## config.mk

```make
export PLATFORM = sky130hd
export DESIGN_NAME = pirq_regs
export DESIGN_NICKNAME = d
export VERILOG_FILES = /design/src/rtl/pirq_pkg.sv /design/src/rtl/pirq_decode.sv /design/src/rtl/pirq_sticky.sv /design/src/rtl/pirq_errcap.sv /design/src/rtl/pirq_regs.sv
export SDC_FILE = /design/constraint.sdc
export NUM_CORES = 1
export LEC_CHECK = 0
export ABC_AREA = 1
export BUFFER_PORTS_ARGS = -buffer_cell sky130_fd_sc_hd__buf_2
export CORE_MARGIN = 4
export CORE_UTILIZATION = 30
export CTS_BUF_LIST = sky130_fd_sc_hd__clkbuf_4 sky130_fd_sc_hd__clkbuf_8
export DETAILED_ROUTE_END_ITERATION = 8
export HOLD_SLACK_MARGIN = 0.08
export PLACE_DENSITY = 0.5
export RECOVER_POWER = 50
export SLEW_MARGIN = 10
export SYNTH_ARGS = -nofsm -noshare
export SYNTH_HDL_FRONTEND = slang
export SYNTH_SLANG_ARGS = --single-unit
```

## constraint.sdc

```tcl
create_clock -name clk -period 1.3 [get_ports clk]
set_input_delay 0.26 -clock clk [delete_from_list [all_inputs] [get_ports clk]]
set_output_delay 0.26 -clock clk [all_outputs]
set_load 0.01 [all_outputs]
```

## src/rtl/pirq_pkg.sv

```systemverilog
package pirq_pkg;

    localparam int unsigned PEND_W     = 2;
    localparam int unsigned IDX_ERR_LO = 0;
    localparam int unsigned IDX_ERR_HI = 1;
    localparam int unsigned IDX_STAT   = 3;
    localparam int unsigned IDX_SET    = 5;
    localparam int unsigned IDX_CLR    = 7;

    typedef enum logic [2:0] {
        ACC_NONE,
        ACC_ERR_LO,
        ACC_ERR_HI,
        ACC_STAT,
        ACC_SET,
        ACC_CLR
    } acc_e;

    typedef struct packed {
        logic buserr;   // bit 1
        logic xfer;     // bit 0
    } pend_t;

    typedef struct packed {
        logic wr;
        logic rd;
        acc_e sel;
    } acc_t;

    function automatic logic [PEND_W-1:0] next_pend(
        input logic [PEND_W-1:0] cur,
        input logic [PEND_W-1:0] set_m,
        input logic [PEND_W-1:0] clr_m
    );
        // clear first, then set: set wins
        return (cur & ~clr_m) | set_m;
    endfunction

endpackage

```

## src/rtl/pirq_decode.sv

```systemverilog
module pirq_decode
    import pirq_pkg::*;
#(
    parameter int unsigned ADDR_W = 8
) (
    input  logic [ADDR_W-1:0] addr,
    input  logic              wr,
    input  logic              rd,
    output acc_t              acc
);
    localparam int unsigned IDX_W = ADDR_W - 2;

    logic [IDX_W-1:0] idx;
    logic             aligned;

    assign idx     = addr[ADDR_W-1:2];
    assign aligned = (addr[1:0] == 2'b00);

    always_comb begin
        acc.wr  = wr;
        acc.rd  = rd;
        acc.sel = ACC_NONE;
        if (aligned) begin
            if (idx == IDX_W'(IDX_ERR_LO))      acc.sel = ACC_ERR_LO;
            else if (idx == IDX_W'(IDX_ERR_HI)) acc.sel = ACC_ERR_HI;
            else if (idx == IDX_W'(IDX_STAT))   acc.sel = ACC_STAT;
            else if (idx == IDX_W'(IDX_SET))    acc.sel = ACC_SET;
            else if (idx == IDX_W'(IDX_CLR))    acc.sel = ACC_CLR;
            else                                acc.sel = ACC_NONE;
        end
    end
endmodule

```

## src/rtl/pirq_sticky.sv

```systemverilog
module pirq_sticky
    import pirq_pkg::*;
(
    input  logic              clk,
    input  logic              rst,
    input  pend_t             hw_set,
    input  logic [PEND_W-1:0] sw_set,
    input  logic [PEND_W-1:0] sw_clr,
    input  logic              auto_clr,
    output pend_t             pend_q,
    output logic              irq_q
);
    logic [PEND_W-1:0] set_all;
    logic [PEND_W-1:0] clr_all;
    logic [PEND_W-1:0] pend_d;

    always_comb begin
        set_all = sw_set | PEND_W'(hw_set);
        clr_all = sw_clr | {PEND_W{auto_clr}};
        pend_d  = next_pend(PEND_W'(pend_q), set_all, clr_all);
    end

    always_ff @(posedge clk) begin
        if (rst) begin
            pend_q <= '0;
            irq_q  <= 1'b0;
        end else begin
            pend_q <= pend_t'(pend_d);
            irq_q  <= |pend_d;
        end
    end

    AST_HW_SETS_XFER: assert property (@(posedge clk) disable iff (rst)
        hw_set.xfer |=> pend_q.xfer);
    AST_HW_SETS_BUSERR: assert property (@(posedge clk) disable iff (rst)
        hw_set.buserr |=> pend_q.buserr);
    AST_CLR_TAKES: assert property (@(posedge clk) disable iff (rst)
        (sw_clr[1] && !sw_set[1] && !hw_set.buserr) |=> !pend_q.buserr);
    AST_AUTO_CLR: assert property (@(posedge clk) disable iff (rst)
        (auto_clr && sw_set == '0 && !hw_set.xfer && !hw_set.buserr) |=> (pend_q == '0));
    AST_IRQ_TRACKS: assert property (@(posedge clk) disable iff (rst)
        irq_q == (pend_q.xfer || pend_q.buserr));
endmodule

```

## src/rtl/pirq_errcap.sv

```systemverilog
module pirq_errcap #(
    parameter int unsigned DATA_W = 32
) (
    input  logic              clk,
    input  logic              rst,
    input  logic              err_evt,
    input  logic              err_pending,
    input  logic [DATA_W-1:0] addr_lo,
    input  logic [DATA_W-1:0] addr_hi,
    output logic [DATA_W-1:0] cap_lo,
    output logic [DATA_W-1:0] cap_hi
);
    always_ff @(posedge clk) begin
        if (rst) begin
            cap_lo <= '0;
            cap_hi <= '0;
        end else if (err_evt && !err_pending) begin
            cap_lo <= addr_lo;
            cap_hi <= addr_hi;
        end
    end

    AST_FIRST_ERR_HELD: assert property (@(posedge clk) disable iff (rst)
        err_pending |=> ($stable(cap_lo) && $stable(cap_hi)));
endmodule

```

## src/rtl/pirq_regs.sv

```systemverilog
module pirq_regs
    import pirq_pkg::*;
#(
    parameter int unsigned ADDR_W = 8,
    parameter int unsigned DATA_W = 32
) (
    input  logic              clk,
    input  logic              rst,
    input  logic [ADDR_W-1:0] reg_addr,
    input  logic              reg_wr,
    input  logic              reg_rd,
    input  logic [1:0]        reg_wmask,
    output logic [DATA_W-1:0] reg_rdata,
    input  logic              xfer_evt,
    input  logic              buserr_evt,
    input  logic [DATA_W-1:0] err_addr_lo,
    input  logic [DATA_W-1:0] err_addr_hi,
    input  logic              drv_stat_rd,
    input  logic              drv_busy,
    output logic              irq_o
);
    localparam int unsigned PAD_W = DATA_W - PEND_W;

    acc_t              acc;
    pend_t             hw_set;
    pend_t             pend;
    logic [PEND_W-1:0] sw_set;
    logic [PEND_W-1:0] sw_clr;
    logic              auto_clr;
    logic [DATA_W-1:0] cap_lo;
    logic [DATA_W-1:0] cap_hi;
    logic [DATA_W-1:0] rd_mux;

    pirq_decode #(.ADDR_W(ADDR_W)) u_decode (
        .addr (reg_addr),
        .wr   (reg_wr),
        .rd   (reg_rd),
        .acc  (acc)
    );

    always_comb begin
        hw_set.xfer   = xfer_evt;
        hw_set.buserr = buserr_evt;
        sw_set   = (acc.wr && acc.sel == ACC_SET) ? reg_wmask : '0;
        sw_clr   = (acc.wr && acc.sel == ACC_CLR) ? reg_wmask : '0;
        auto_clr = drv_stat_rd && !drv_busy;
    end

    pirq_sticky u_sticky (
        .clk      (clk),
        .rst      (rst),
        .hw_set   (hw_set),
        .sw_set   (sw_set),
        .sw_clr   (sw_clr),
        .auto_clr (auto_clr),
        .pend_q   (pend),
        .irq_q    (irq_o)
    );

    pirq_errcap #(.DATA_W(DATA_W)) u_errcap (
        .clk         (clk),
        .rst         (rst),
        .err_evt     (buserr_evt),
        .err_pending (pend.buserr),
        .addr_lo     (err_addr_lo),
        .addr_hi     (err_addr_hi),
        .cap_lo      (cap_lo),
        .cap_hi      (cap_hi)
    );

    always_comb begin
        unique case (acc.sel)
            ACC_ERR_LO: rd_mux = cap_lo;
            ACC_ERR_HI: rd_mux = cap_hi;
            ACC_STAT:   rd_mux = {{PAD_W{1'b0}}, PEND_W'(pend)};
            default:    rd_mux = '0;
        endcase
    end

    always_ff @(posedge clk) begin
        if (rst) reg_rdata <= '0;
        else     reg_rdata <= acc.rd ? rd_mux : '0;
    end

    AST_RDATA_QUIET: assert property (@(posedge clk) disable iff (rst)
        !reg_rd |=> (reg_rdata == '0));
    AST_BUSY_HOLD: assert property (@(posedge clk) disable iff (rst)
        (drv_stat_rd && drv_busy && !xfer_evt && !buserr_evt && !reg_wr) |=> $stable(pend));
    AST_STAT_WR_IGNORED: assert property (@(posedge clk) disable iff (rst)
        (reg_wr && acc.sel == ACC_STAT && !xfer_evt && !buserr_evt && !drv_stat_rd) |=> $stable(pend));
endmodule

```

==> results.py, run 1 <==
metrics = {
    "global_route": {
        "grt_max_degree": 39,
        "grt_util_met1": 0.176,
        "gr-usage-all-layers": 0.135,
        "grt_use_met3": 0.0344,
        "antenna_found_initial": 0,
        "grt_pass1_vias": 3207,
        "grt_remaining_overflow": 0,
        "top_usage_layer": "met2",
        "grt_pass1_wl_mm": 15.6,
        "met2_usage": 0.211,
    },
    "timing": {
        "whs_ns": 0.106,
        "hold_viol": 0,
        "rsz0062_at_grt": "no",
        "slew_headroom": 0.788,
        "tightest_slew_ns": 0.317,
        "min_period_over_period": 0.887,
        "max_freq_mhz": 868,
        "skew_ns": 0.0123,
        "setup_viol_count_final": 0,
        "period_needed_ns": 1.15,
        "slew_viol_final": 0,
    },
    "synthesis": {
        "synth.top_cell.area_share": 0.511,
        "ys_async_sr_fraction": 0,
        "syn_inst": 458,
        "ys_types": 19,
        "synth_enable_flop_cells": 0,
        "syn_area_um2": 3880,
        "ys_seq_area_frac": 0.511,
        "ys_ff_latch": 99,
        "syn_avg_cell_area_um2": 8.46,
        "synth.most_common_cell": "nor2_1",
        "synth_ff_type": "dfxtp_1",
        "synth_nets": 540,
        "synthTopCellsByArea": "dfxtp_1 51%, nor2_1 13%, a22oi_2 9.7%",
        "synthTopCellsByCount": "138 x nor2_1, 99 x dfxtp_1, 64 x o21ai_0",
        "yosys_warnings": 0,
        "yosysTopAreaCell": "dfxtp_1",
    },
    "power_and_ir_drop": {
        "seq_power_share": 0.568,
        "ir_drop_uv": 611,
        "p_leak_nw": 2.07,
        "p_comb_frac": 0.094,
        "p_sw_mw": 1.51,
        "p_int_mw": 4.29,
        "finalPower_mw": 5.80,
        "power_frac_clock": 0.338,
        "cellPowerDensity_nw_per_um2": 1200,
        "switching_share": 0.260,
    },
    "critical_path": {
        "cp_common_cell": "nand2_1",
        "worstPathMaxFanout": 32,
        "cp_cell_sequence": "buf_2 -> nor2_2 -> a21boi_2 -> nand2_2 -> nor2_4 -> nand2_4 -> clkinv_8 -> nand2_1 -> nand3_1 -> nand2_1 -> inv_1",
        "crit_buf_inv": 3,
        "worstSetupPathType": "primary input to flip-flop",
        "cp_data_required_time_ns": 1.61,
        "cpLargestDelayFamily": "simple AND/OR/NAND/NOR gates",
        "critPathSlowestCell": "a21boi_2",
        "critPathArrivalTime_ns": 1.47,
        "startpoint_type": "primary input",
        "cp-end-kind": "flip-flop",
        "slowest_delay_ns": 0.21,
    },
    "clock_network": {
        "cts_resized": 0,
        "clk_pin_slew_worst_paths_ns": 0.10,
        "clock_latency_ns": 0.37,
        "hold_buffers": 3,
        "cts_root_buf": "clkbuf_8",
        "htree_levels": 3,
        "postCtsSetupBuffers": 0,
        "cts_tree": "built",
        "clockBufferDepth": 2,
        "clock_sinks": 99,
        "numCtsBuffers": 9,
    },
    "min_path": {
        "hold_class": "primary input to flip-flop",
    },
    "placement": {
        "port_buffers": 114,
        "dp.cells": 733,
        "post_dp_cell_area_um2": 4680,
        "dp_hpwl_mm": 6.64,
        "gp_congestion": 0.707,
    },
    "routing": {
        "routed_wl_mm": 9.77,
        "drt_iter0_drc": 171,
        "wl_per_cell_um": 13.0,
        "vias": 3267,
        "ant_nets": 0,
        "viasPerCell": 4.34,
        "dr.pass1.iters": 4,
        "drc_errors": 0,
    },
    "layout": {
        "design_area_um2": 4850,
        "regArea_um2": 1980,
        "area_growth_pct": 25.1,
        "fill_cells": 1340,
        "diodes": 0,
        "final_core_util": 0.384,
        "final_nets": 657,
        "final_cells": 752,
        "drive_gt1_frac": 0.317,
        "multi_input_area_um2": 1610,
    },
    "floorplanning": {
        "coreArea_um2": 12600,
        "die_h_um": 122,
        "io_pins": 115,
        "placementRows": 41,
        "initial_core_util": 0.307,
        "fp.dieW_um": 122,
        "die_area_um2": 14800,
    },
    "run": {
        "drv_cap": 0,
    },
    "status": {
        "status": "completed",
    },
}
==> metal layers <==
layer	part of all wire	up-vias
met2	0.44	76
met5	0	-
met4	0.020	0
li1	-	1703
met3	0.051	16
met1	0.49	1472
==> cell families after synthesis <==
| family | after synthesis | synth area share |
|---|---|---|
| simple gates | 210 | 0.231 |
| flops | 99 | 0.511 |
| compound gates | 95 | 0.182 |
| buf+inv | 54 | 0.0749 |
==> worst paths after layout <==
check | startpoint | to | slack (ns) | cells after the start
setup reg to reg | u_sticky.pend_q[1] | u_errcap.cap_hi[14] | 0.19 | 5
setup / recovery | reg_addr[1] | reg_rdata[0] | 0.15 | 11
hold / removal | err_addr_lo[7] | u_errcap.cap_lo[7] | 0.11 | 3
hold reg to reg | u_errcap.cap_lo[30] | reg_rdata[30] | 0.49 | 2
==> tightest hold or removal path, stage by stage <==
cell    delay, ns
buf_2        0.08
nor2_1       0.03
nor2_1       0.08
==> state kept, by name, summed over array words and instances (netlist names) <==
name,flops
u_errcap.cap_hi,32
u_sticky.pend_q,2
u_sticky.irq_q,1
reg_rdata,32
u_errcap.cap_lo,32
==> layout by cell type, fill, tap and decap left out <==
cell type | netlist | routed
nor2_1 | 138 | 137
nor2_2 | 31 | 31
a21boi_2 | 1 | 1
clkinv_8 | 1 | 1
dlygate4sd3_1 | 0 | 3
nand2_2 | 1 | 1
inv_2 | 3 | 2
clkinv_4 | 0 | 2
a22oi_2 | 30 | 30
dfxtp_1 | 99 | 99
inv_6 | 0 | 1
clkbuf_1 | 20 | 33
nand2_1 | 27 | 27
nor2_4 | 1 | 2
clkinv_2 | 0 | 1
nand2_4 | 1 | 1
buf_12 | 3 | 3
buf_4 | 0 | 13
clkbuf_8 | 0 | 12
inv_1 | 21 | 21
clkinv_1 | 0 | 1
buf_6 | 3 | 2
nand3_1 | 11 | 11
buf_2 | 2 | 81
o21ai_0 | 64 | 64
==> layout make-up <==
class,instances,area share
Inverter,25,0.0219
Clock buffer,12,0.0340
Timing Repair Buffer,135,0.152
Sequential cell,99,0.409
Clock inverter,4,0.00645
Multi-Input combinational cell,305,0.332
Tap cell,172,0.0444
==> power by group through the flow <==
stage                     clock network [mW]  registers (mW)  logic [mW]
after CTS                               2.04            3.30       0.566
final                                   1.96            3.30       0.544
after detailed placement                   0            3.37       0.556
after floorplan                            0            3.35       0.307
after global placement                     0            3.36       0.546
after global routing                    2.14            3.32       0.627
==> metrics by stage <==
step                      setup TNS (ns)  worst slack [ns]
final                                  0             0.147
after global routing                   0            0.0188
after CTS                              0             0.153
after detailed placement           -7.02            -0.237
after global placement             -6.07            -0.207
after floorplan                        0            0.0147
No activity file was read; power rests on OpenSTA's default activity.
==> run 2, diff against run 1 <==
- BUFFER_PORTS_ARGS: -buffer_cell sky130_fd_sc_hd__buf_2 -> unset
- DONT_BUFFER_PORTS: unset -> 1
- PLACE_DENSITY: 0.5 -> 0.42
==> run 2 against run 1 <==
  * Sequential power about the same
  * Register-to-register slack got worse by 0.03 ns
  * Via count is 6.9% lower
  * Clock skew fell by 0.0017 ns
  * Cell area shrank 1.5%
  * First-iteration DRC count decreased by 15%
  * Core utilization down 0.57 points
  * Count of clock-buffer cells in the layout down 2
  * Setup slack improved by 0.013 ns
  * Critical endpoint is now u_errcap.cap_hi[31]
  * Largest cell class unchanged
==> results.py, run 2 (synthesis results as in run 1) <==
metrics = {
    "power_and_ir_drop": {
        "p_sw_mw": 1.42,
        "ir_drop_uv": 692,
        "finalPower_mw": 5.81,
        "p_leak_nw": 1.95,
        "power_frac_clock": 0.339,
        "switching_share": 0.245,
        "seq_power_share": 0.564,
        "p_int_mw": 4.39,
        "cellPowerDensity_nw_per_um2": 1210,
        "p_comb_frac": 0.097,
    },
    "critical_path": {
        "cp_common_cell": "nor2_1",
        "startpoint_type": "flip-flop",
        "critPathArrivalTime_ns": 1.41,
        "r2r-start": "u_sticky.pend_q[1]",
        "r2r_cells": 5,
        "critPathSlowestCell": "dfxtp_1",
        "worstSetupPathType": "flip-flop to flip-flop",
        "cpLargestDelayFamily": "simple AND/OR/NAND/NOR gates",
        "worstPathMaxFanout": 29,
        "cp_data_required_time_ns": 1.57,
        "reg2reg_to": "u_errcap.cap_hi[31]",
        "cp_cell_sequence": "nor2_4 -> inv_2 -> buf_4 -> nor2_1 -> nor2_1",
        "crit_buf_inv": 2,
        "path_depth": 5,
        "slowest_delay_ns": 0.36,
        "crit_path_end": "u_errcap.cap_hi[31]",
        "cp-end-kind": "flip-flop",
        "startpoint": "u_sticky.pend_q[1]",
        "r2r_slack_ns": 0.16,
    },
    "timing": {
        "whs_ns": 0.172,
        "skew_ns": 0.0106,
        "hold_viol": 0,
        "slew_viol_final": 0,
        "rsz0062_at_grt": "no",
        "tightest_slew_ns": 0.394,
        "max_freq_mhz": 877,
        "slew_headroom": 0.737,
        "period_needed_ns": 1.14,
        "setup_slack_ns": 0.160,
        "setup_viol_count_final": 0,
        "min_period_over_period": 0.877,
    },
    "run": {
        "drv_cap": 0,
    },
    "clock_network": {
        "cts_root_buf": "clkbuf_8",
        "clk_pin_slew_worst_paths_ns": 0.09,
        "htree_levels": 3,
        "numCtsBuffers": 9,
        "clock_latency_ns": 0.38,
        "clock_sinks": 99,
        "postCtsSetupBuffers": 0,
        "clockBufferDepth": 2,
        "cts_tree": "built",
    },
    "global_route": {
        "grt_pass1_wl_mm": 15.8,
        "antenna_found_initial": 0,
        "grt_max_degree": 65,
        "grt_remaining_overflow": 0,
        "grt_pass1_vias": 3171,
        "gr-usage-all-layers": 0.139,
    },
    "floorplanning": {
        "io_pins": 115,
        "coreArea_um2": 12600,
        "die_area_um2": 14800,
        "fp.dieW_um": 122,
        "placementRows": 41,
        "initial_core_util": 0.307,
        "die_h_um": 122,
    },
    "placement": {
        "post_dp_cell_area_um2": 4080,
        "gp_congestion": 0.782,
        "dp_hpwl_mm": 6.32,
        "port_buffers": 0,
        "place_ws_ns": -0.139,
    },
    "layout": {
        "final_cell_mix": "137 x nor2_1, 99 x dfxtp_1, 66 x dlygate4sd3_1",
        "area_growth_pct": 23.3,
        "diodes": 0,
        "design_area_um2": 4780,
        "drive_gt1_frac": 0.137,
        "reg.largest.list": "reg_rdata: 32 flops, u_errcap.cap_hi: 32 flops, u_errcap.cap_lo: 32 flops",
        "final_nets": 603,
        "final_core_util": 0.379,
        "layout_commonest_cell": "nor2_1",
    },
    "routing": {
        "drt_iter0_drc": 145,
        "viasPerCell": 4.36,
        "ant_nets": 0,
        "dr.pass1.iters": 4,
        "vias": 3042,
        "routed_wl_mm": 9.95,
        "drc_errors": 0,
        "wl_per_cell_um": 14.3,
    },
    "min_path": {
        "hold_class": "primary input to flip-flop",
        "hold_depth": 5,
    },
    "status": {
        "status": "completed",
    },
}
-- run 2: worst min-delay path by stage --
stage	startpoint	end	slack, ns
after floorplan	err_addr_hi[10]	u_errcap.cap_hi[10]	0.39
after global placement	err_addr_hi[0]	u_errcap.cap_hi[0]	0.40
after detailed placement	err_addr_lo[3]	u_errcap.cap_lo[3]	0.40
after global routing	reg_wmask[0]	u_sticky.pend_q[0]	0.19
after CTS	reg_wmask[0]	u_sticky.pend_q[0]	0.14
final	reg_wmask[0]	u_sticky.pend_q[0]	0.17
-- run 2: cell type report --
| cell class | count | area, µm² |
|---|---|---|
| well taps | 172 | 215 |
| clock inverters | 5 | 53.8 |
| flip-flops and latches | 99 | 1980 |
| repair buffers | 81 | 811 |
| fillers | 1366 | 7840 |
| clock buffers | 10 | 138 |
| inverters | 25 | 106 |
| multi-input cells | 305 | 1470 |
-- run 2: through the flow --
stage,std cells,setup TNS [ns]
floorplan,458,0
global placement,616,-2.31
detailed placement,616,-3.39
global route,697,0
finish,697,0
CTS,697,0
-- run 2: routing by layer --
layer	wire [µm]	up-vias	global-route usage
li1	-	1598	-
met1	4350	1340	0.162
met2	4670	84	0.229
met3	677	20	0.0487
met4	252	0	0.0644
met5	0	-	0
-- run 2: timing repair --
action	in CTS	in global routing
resized for setup	0	0
hold endpoints to repair	67	0
hold buffers	66	0
-- run 2: power by group through the flow --
stage | Clock (mW) | Sequential (mW) | Combinational (mW)
6_report | 1.97 | 3.27 | 0.561
5_1_grt | 2.19 | 3.30 | 0.641
4_1_cts | 2.09 | 3.30 | 0.578
3_5_place_dp | 0 | 3.37 | 0.416
3_3_place_gp | 0 | 3.37 | 0.409
2_1_floorplan | 0 | 3.35 | 0.307
-- run 2: tightest hold or removal path, cell delays in order --
cell     delay [ns]
nand3_1        0.06
nand2_1        0.04
nand2_1        0.05
nand2_1        0.06
inv_1          0.05
